<file path="src/rtl/wdg_pkg.sv">
// Package: shared constants and helpers for the watchdog block.
// Assumes a table of exactly eight timeout entries, one per 3-bit code.
package wdg_pkg;
    localparam logic [2:0] CODE_OFF = 3'b011;

    typedef int unsigned tmo_tab_t [8];

    // Largest entry of the timeout table; used to size the counter.
    function automatic int unsigned tab_max(input tmo_tab_t t);
        int unsigned m;
        m = 1;
        for (int i = 0; i < 8; i++) begin
            if (t[i] > m) m = t[i];
        end
        return m;
    endfunction
endpackage

</file>
<file path="src/rtl/wdg_limit_sel.sv">
// Module: maps the 3-bit timeout code to a tick limit and a disable flag.
// Assumes every enabled entry is at least 1; the entry of the off code is unused.
module wdg_limit_sel #(
    parameter wdg_pkg::tmo_tab_t TMO_TICKS = '{100, 45, 15, 0, 6000, 2000, 1000, 500},
    parameter int CNT_W = 13
) (
    input  logic [2:0]       sel_i,
    output logic [CNT_W-1:0] lim_o,
    output logic             dis_o
);
    logic [CNT_W-1:0] tab [8];

    // One constant entry per code.
    for (genvar g = 0; g < 8; g++) begin : g_tab
        assign tab[g] = CNT_W'(TMO_TICKS[g]);
    end

    // Pick the entry for the current code.
    assign lim_o = tab[sel_i];
    assign dis_o = (sel_i == wdg_pkg::CODE_OFF);
endmodule

</file>
<file path="src/rtl/wdg_tick_cnt.sv">
// Module: tick counter with restart on kick or code change; flags the timeout.
// Assumes lim_i >= 1 whenever dis_i is low.
module wdg_tick_cnt #(
    parameter int CNT_W = 13
) (
    input  logic             clk,
    input  logic             rst_n,
    input  logic             tick_i,
    input  logic             kick_i,
    input  logic [2:0]       sel_i,
    input  logic [CNT_W-1:0] lim_i,
    input  logic             dis_i,
    output logic             fire_o
);
    logic [CNT_W-1:0] cnt_q;
    logic [2:0]       sel_q;
    logic             sel_chg;
    logic             restart;
    logic             at_lim;

    assign sel_chg = (sel_i != sel_q);
    assign restart = kick_i | sel_chg;
    assign at_lim  = tick_i && (cnt_q == lim_i - CNT_W'(1));
    assign fire_o  = !dis_i && !restart && at_lim;

    // Remember last cycle's code so that a change can be detected.
    always_ff @(posedge clk) begin
        if (!rst_n) sel_q <= wdg_pkg::CODE_OFF;
        else        sel_q <= sel_i;
    end

    // Count ticks; clear when off, on restart or at the timeout.
    always_ff @(posedge clk) begin
        if (!rst_n)                          cnt_q <= '0;
        else if (dis_i || restart || fire_o) cnt_q <= '0;
        else if (tick_i)                     cnt_q <= cnt_q + CNT_W'(1);
    end

    p_cnt_below_lim_r1: assert property (@(posedge clk) disable iff (!rst_n)
        (!dis_i && !sel_chg) |-> (cnt_q < lim_i));
    p_no_tick_hold_r2: assert property (@(posedge clk) disable iff (!rst_n)
        (!tick_i && !restart && !dis_i) |=> $stable(cnt_q));
    p_kick_zero_r3: assert property (@(posedge clk) disable iff (!rst_n)
        kick_i |=> (cnt_q == '0));
    p_chg_zero_r4: assert property (@(posedge clk) disable iff (!rst_n)
        sel_chg |=> (cnt_q == '0));
    p_off_idle_r5: assert property (@(posedge clk) disable iff (!rst_n)
        dis_i |=> (cnt_q == '0));
endmodule

</file>
<file path="src/rtl/wdg_pulse.sv">
// Module: stretches a one-cycle timeout strobe into a reset pulse of PULSE_W cycles.
// Assumes PULSE_W >= 1; a new strobe reloads the width.
module wdg_pulse #(
    parameter int PULSE_W = 4
) (
    input  logic clk,
    input  logic rst_n,
    input  logic fire_i,
    output logic pulse_o
);
    localparam int PW_W = $clog2(PULSE_W + 1);

    logic [PW_W-1:0] left_q;

    // Load on a timeout, then count down to zero.
    always_ff @(posedge clk) begin
        if (!rst_n)              left_q <= '0;
        else if (fire_i)         left_q <= PW_W'(PULSE_W);
        else if (left_q != '0)   left_q <= left_q - PW_W'(1);
    end

    assign pulse_o = (left_q != '0);

    p_pulse_start_r6: assert property (@(posedge clk) disable iff (!rst_n)
        fire_i |=> pulse_o);
    p_pulse_fall_r6: assert property (@(posedge clk) disable iff (!rst_n)
        $fell(pulse_o) |-> !$past(fire_i));
endmodule

</file>
<file path="src/rtl/wdg_pf_flag.sv">
// Module: volatile power-fail flag; low-voltage detect clears it, a register write loads it.
// Assumes lvd_i is already synchronous to clk.
module wdg_pf_flag (
    input  logic clk,
    input  logic rst_n,
    input  logic lvd_i,
    input  logic wr_i,
    input  logic wr_val_i,
    output logic flag_o
);
    logic flag_q;

    // Low voltage beats a write; otherwise hold.
    always_ff @(posedge clk) begin
        if (!rst_n)     flag_q <= 1'b0;
        else if (lvd_i) flag_q <= 1'b0;
        else if (wr_i)  flag_q <= wr_val_i;
    end

    assign flag_o = flag_q;

    p_lvd_clear_r8: assert property (@(posedge clk) disable iff (!rst_n)
        lvd_i |=> !flag_o);
    p_wr_load_r9: assert property (@(posedge clk) disable iff (!rst_n)
        (wr_i && !lvd_i) |=> (flag_o == $past(wr_val_i)));
    p_flag_hold_r10: assert property (@(posedge clk) disable iff (!rst_n)
        (!wr_i && !lvd_i) |=> $stable(flag_o));
endmodule

</file>
<file path="src/rtl/supv_watchdog.sv">
// Module: top of the watchdog with power-fail flag.
// Assumes all inputs are synchronous to clk; tick_i comes from an external prescaler.
module supv_watchdog #(
    parameter wdg_pkg::tmo_tab_t TMO_TICKS = '{100, 45, 15, 0, 6000, 2000, 1000, 500},
    parameter int PULSE_W = 4
) (
    input  logic       clk,
    input  logic       rst_n,
    input  logic       tick_i,
    input  logic       kick_i,
    input  logic [2:0] wd_sel_i,
    input  logic       lvd_i,
    input  logic       cfg_wr_i,
    input  logic       cfg_flag_i,
    output logic       wdt_rst_o,
    output logic       pf_flag_o
);
    localparam int CNT_W = $clog2(wdg_pkg::tab_max(TMO_TICKS) + 1);

    logic [CNT_W-1:0] lim;
    logic             dis;
    logic             fire;

    wdg_limit_sel #(.TMO_TICKS(TMO_TICKS), .CNT_W(CNT_W)) u_sel (
        .sel_i (wd_sel_i),
        .lim_o (lim),
        .dis_o (dis)
    );

    wdg_tick_cnt #(.CNT_W(CNT_W)) u_cnt (
        .clk    (clk),
        .rst_n  (rst_n),
        .tick_i (tick_i),
        .kick_i (kick_i),
        .sel_i  (wd_sel_i),
        .lim_i  (lim),
        .dis_i  (dis),
        .fire_o (fire)
    );

    wdg_pulse #(.PULSE_W(PULSE_W)) u_pulse (
        .clk     (clk),
        .rst_n   (rst_n),
        .fire_i  (fire),
        .pulse_o (wdt_rst_o)
    );

    wdg_pf_flag u_flag (
        .clk      (clk),
        .rst_n    (rst_n),
        .lvd_i    (lvd_i),
        .wr_i     (cfg_wr_i),
        .wr_val_i (cfg_flag_i),
        .flag_o   (pf_flag_o)
    );

    p_rst_quiet_r7: assert property (@(posedge clk)
        !rst_n |=> (!wdt_rst_o && !pf_flag_o));
endmodule

</file>
<file path="config.mk">
export PLATFORM = sky130hd
export DESIGN_NAME = supv_watchdog
export DESIGN_NICKNAME = d
export VERILOG_FILES = /design/src/rtl/wdg_pkg.sv /design/src/rtl/wdg_limit_sel.sv /design/src/rtl/wdg_tick_cnt.sv /design/src/rtl/wdg_pulse.sv /design/src/rtl/wdg_pf_flag.sv /design/src/rtl/supv_watchdog.sv
export SDC_FILE = /design/constraint.sdc
export NUM_CORES = 1
export LEC_CHECK = 0
export CAP_MARGIN = 30
export CORE_MARGIN = 2
export CORE_UTILIZATION = 40
export CTS_BUF_LIST = sky130_fd_sc_hd__clkbuf_4
export DETAILED_ROUTE_END_ITERATION = 8
export PLACE_DENSITY = 0.55
export SETUP_SLACK_MARGIN = 0.1
export SLEW_MARGIN = 15
export SYNTH_ARGS = -nofsm -noshare
export SYNTH_HDL_FRONTEND = slang
export SYNTH_SLANG_ARGS = --single-unit
</file>
<file path="constraint.sdc">
create_clock -name clk -period 4.05 [get_ports clk]
set_clock_uncertainty 0.1 [all_clocks]
set_input_delay 0.405 -clock clk [delete_from_list [all_inputs] [get_ports clk]]
set_output_delay 0.405 -clock clk [all_outputs]
set_load 0.02 [all_outputs]
</file>
==> impl_metrics.json <==
{
  "core_area_sq_um": 3660,
  "async_flop_share_pct": 0,
  "hp-class": "reg -> reg",
  "grt_overflow": 0,
  "die_h_um": 65.9,
  "setup_tns_ns": 0,
  "num_antenna_cells": 0,
  "die_w_um": 65.9,
  "status": "finished clean",
  "drt_iter0_markers": 47,
  "max_freq_mhz": 276,
  "avgSynthCellArea_sq_um": 8.06,
  "numCtsBuffers": 3,
  "critPathBufInv": 4,
  "area_growth_syn_to_layout_pct": 11.3,
  "p_seq_share_pct": 46.7,
  "rows": 22,
  "report.final.slew_viol_count": 0,
  "synth_edf_count": 0,
  "start_kind": "input pin",
  "max_stage_delay_ns": 0.57,
  "gp_congestion": 0.861,
  "wl_mm": 3.25,
  "ys_warn_count": 0,
  "maxCapViolations": 0,
  "drt-pass1-iter-count": 4,
  "final-hold-violation-count": 0,
  "crit_family": "buffers and inverters",
  "grt_max_degree": 18,
  "cts-root-buf": "clkbuf_4",
  "die-area_sq_um": 4340,
  "synth.distinct_cells": 46,
  "nFillCells": 372,
  "path_max_fanout": 10,
  "finalSetupViolations": 0,
  "grt_pass1_wl_mm": 5.44,
  "route.detailed.drc": 0,
  "clock_latency_ns": 0.30,
  "port_buffers": 11,
  "syn_area_sq_um": 1530,
  "p_switching_mw": 0.141,
  "post_cts_buffers": 0,
  "drt-wirelength-per-cell_um": 13.0,
  "grt_pass1_vias": 1230,
  "antenna_left": 0,
  "comb_power_share_pct": 33.0,
  "fin_crit_sh_pct": 89.5,
  "synth-seq-cells": 20,
  "ys.flop_type": "dfxtp_1",
  "powerDensity_nw_per_um2": 267,
  "gr-usage-all-layers_pct": 16.4,
  "multiInputGateArea_sq_um": 1020,
  "clk_pin_slew_worst_paths_ns": 0.10,
  "grt_setup_unrepaired": "false",
  "final_cell_mix": "nand2_1 (26), dfxtp_1 (20), nor2_1 (16)",
  "p_leak_nw": 0.671,
  "drive_above_1_share_pct": 8.42,
  "antenna_found_initial": 0,
  "cts_buffer_depth": 2,
  "switching_share_pct": 31.0,
  "required_ns": 4.15,
  "internal_power_mw": 0.314,
  "worstPathCellList": "clkdlybuf4s50_1, inv_1, ha_1, nor2b_1, inv_1, ha_1, and4b_4, or4_1, a311oi_1, o311ai_1, a211oi_4, buf_4, nor2_1",
  "ctsResizeCount": 0,
  "fin_crit_ns": 3.63,
  "syn_inst": 190,
  "cts.sink_count": 20,
  "final_common_cell": "nand2_1",
  "via_per_inst": 5.18,
  "arrival_ns": 3.73,
  "netlist.area_leader.share_pct": 26.1,
  "nNetsFinal": 224,
  "cts_tree": "yes",
  "max_slew.worst_pin.slew_ns": 0.688,
  "clock_power_share_pct": 20.3,
  "ios": 12,
  "cts_hold_buf": 0,
  "synth_top_area_cell": "dfxtp_1",
  "peakVddDrop_v": 0.000181,
  "max-slew-margin-rel_pct": 54.1,
  "initial_utilization_pct": 41.8,
  "end_kind": "flop",
  "dp_hpwl_mm": 2.47,
  "syn-num-nets": 210,
  "crit_slowest_cell": "clkdlybuf4s50_1",
  "cts_htree_levels": 1,
  "total_power_mw": 0.455,
  "criticalPathCategory": "in -> reg",
  "ys_seq_area_share_pct": 26.1,
  "regArea_sq_um": 400,
  "vias": 1295,
  "yosys-top-cells-area": "dfxtp_1 (26%), xnor2_1 (8.6%), ha_1 (8.2%)"
}
-- worst paths after layout --
path	slack, ns	to	cells past startpoint	from
hold reg to reg	0.43	u_flag.flag_o	2	u_flag.flag_o
hold / removal	0.43	u_flag.flag_o	2	u_flag.flag_o
setup / recovery	0.42	u_cnt.cnt_q[11]	13	wd_sel_i[0]
setup reg to reg	1.73	u_cnt.cnt_q[11]	7	u_cnt.cnt_q[7]
-- power groups by stage --
| stage | combinational, mW | sequential (mW) | clock, mW |
|---|---|---|---|
| floorplan | 0.106 | 0.217 | 0 |
| global placement | 0.148 | 0.217 | 0 |
| detailed placement | 0.150 | 0.217 | 0 |
| CTS | 0.152 | 0.212 | 0.0985 |
| global route | 0.170 | 0.213 | 0.107 |
| finish | 0.150 | 0.212 | 0.0923 |
-- tightest hold or removal path: stages, from the launching register on --
cell and delay, ns:
dfxtp_1 0.32, mux2i_1 0.12, nor3_1 0.05
-- cell type report --
| type | count | area share [%] |
|---|---|---|
| sequential | 20 | 23.5 |
| multi-input combinational | 151 | 60.1 |
| timing repair buffer | 17 | 9.10 |
| clock buffer | 3 | 1.32 |
| tap | 48 | 3.52 |
| inverter | 11 | 2.42 |
-- Yosys cell counts, drive strengths merged, types with 2 or more instances --
master	n
a211oi	3
ha	10
and2	4
nand2b	6
xnor2	15
nor3b	3
nand4	4
buf	4
mux2i	4
nor3	10
a21oi	6
clkbuf	3
dfxtp	20
nor2	18
nor4	2
or4	2
o211ai	3
o21ai	4
inv	11
xor2	9
nand2	26
nor2b	2
and3	3
-- routing by layer --
metal  part of all wire (%)  track usage [%]  wire length [um]  up-vias
met1                     48             19.8              1560      602
met5                      0                0                 0        -
met3                    3.5             4.09               113        2
met2                     48             28.5              1560       16
li1                       -                -                 -      675
met4                   0.74             4.69                24        0
-- kinds of logic after synthesis --
logic type | count (synthesis) | synth area share, %
adder cells (fa/ha/maj) | 10 | 8.17
AND/OR/NAND/NOR | 90 | 31.3
buffers and inverters | 19 | 6.94
multiplexers | 4 | 2.61
XOR/XNOR | 24 | 13.7
AO/OA/AOI/OAI | 23 | 11.1
flip-flops | 20 | 26.1
-- state kept, by name, indices dropped and copies added, names as in the netlist --
register        flops
u_pulse.left_q      3
u_cnt.cnt_q        13
u_cnt.sel_q         3
u_flag.flag_o       1
-- metrics by stage --
stage,std cells,worst slack (ns),hold slack [ns],area (sq um),util [%]
finish,250,0.425,0.427,1700,46.5
CTS,250,0.428,0.435,1700,46.5
global placement,247,0.192,0.407,1680,45.9
global route,250,0.220,0.452,1700,46.5
detailed placement,247,0.115,0.418,1680,45.9
floorplan,190,0.787,0.374,1530,-
No activity file was read; power rests on OpenSTA's default activity.
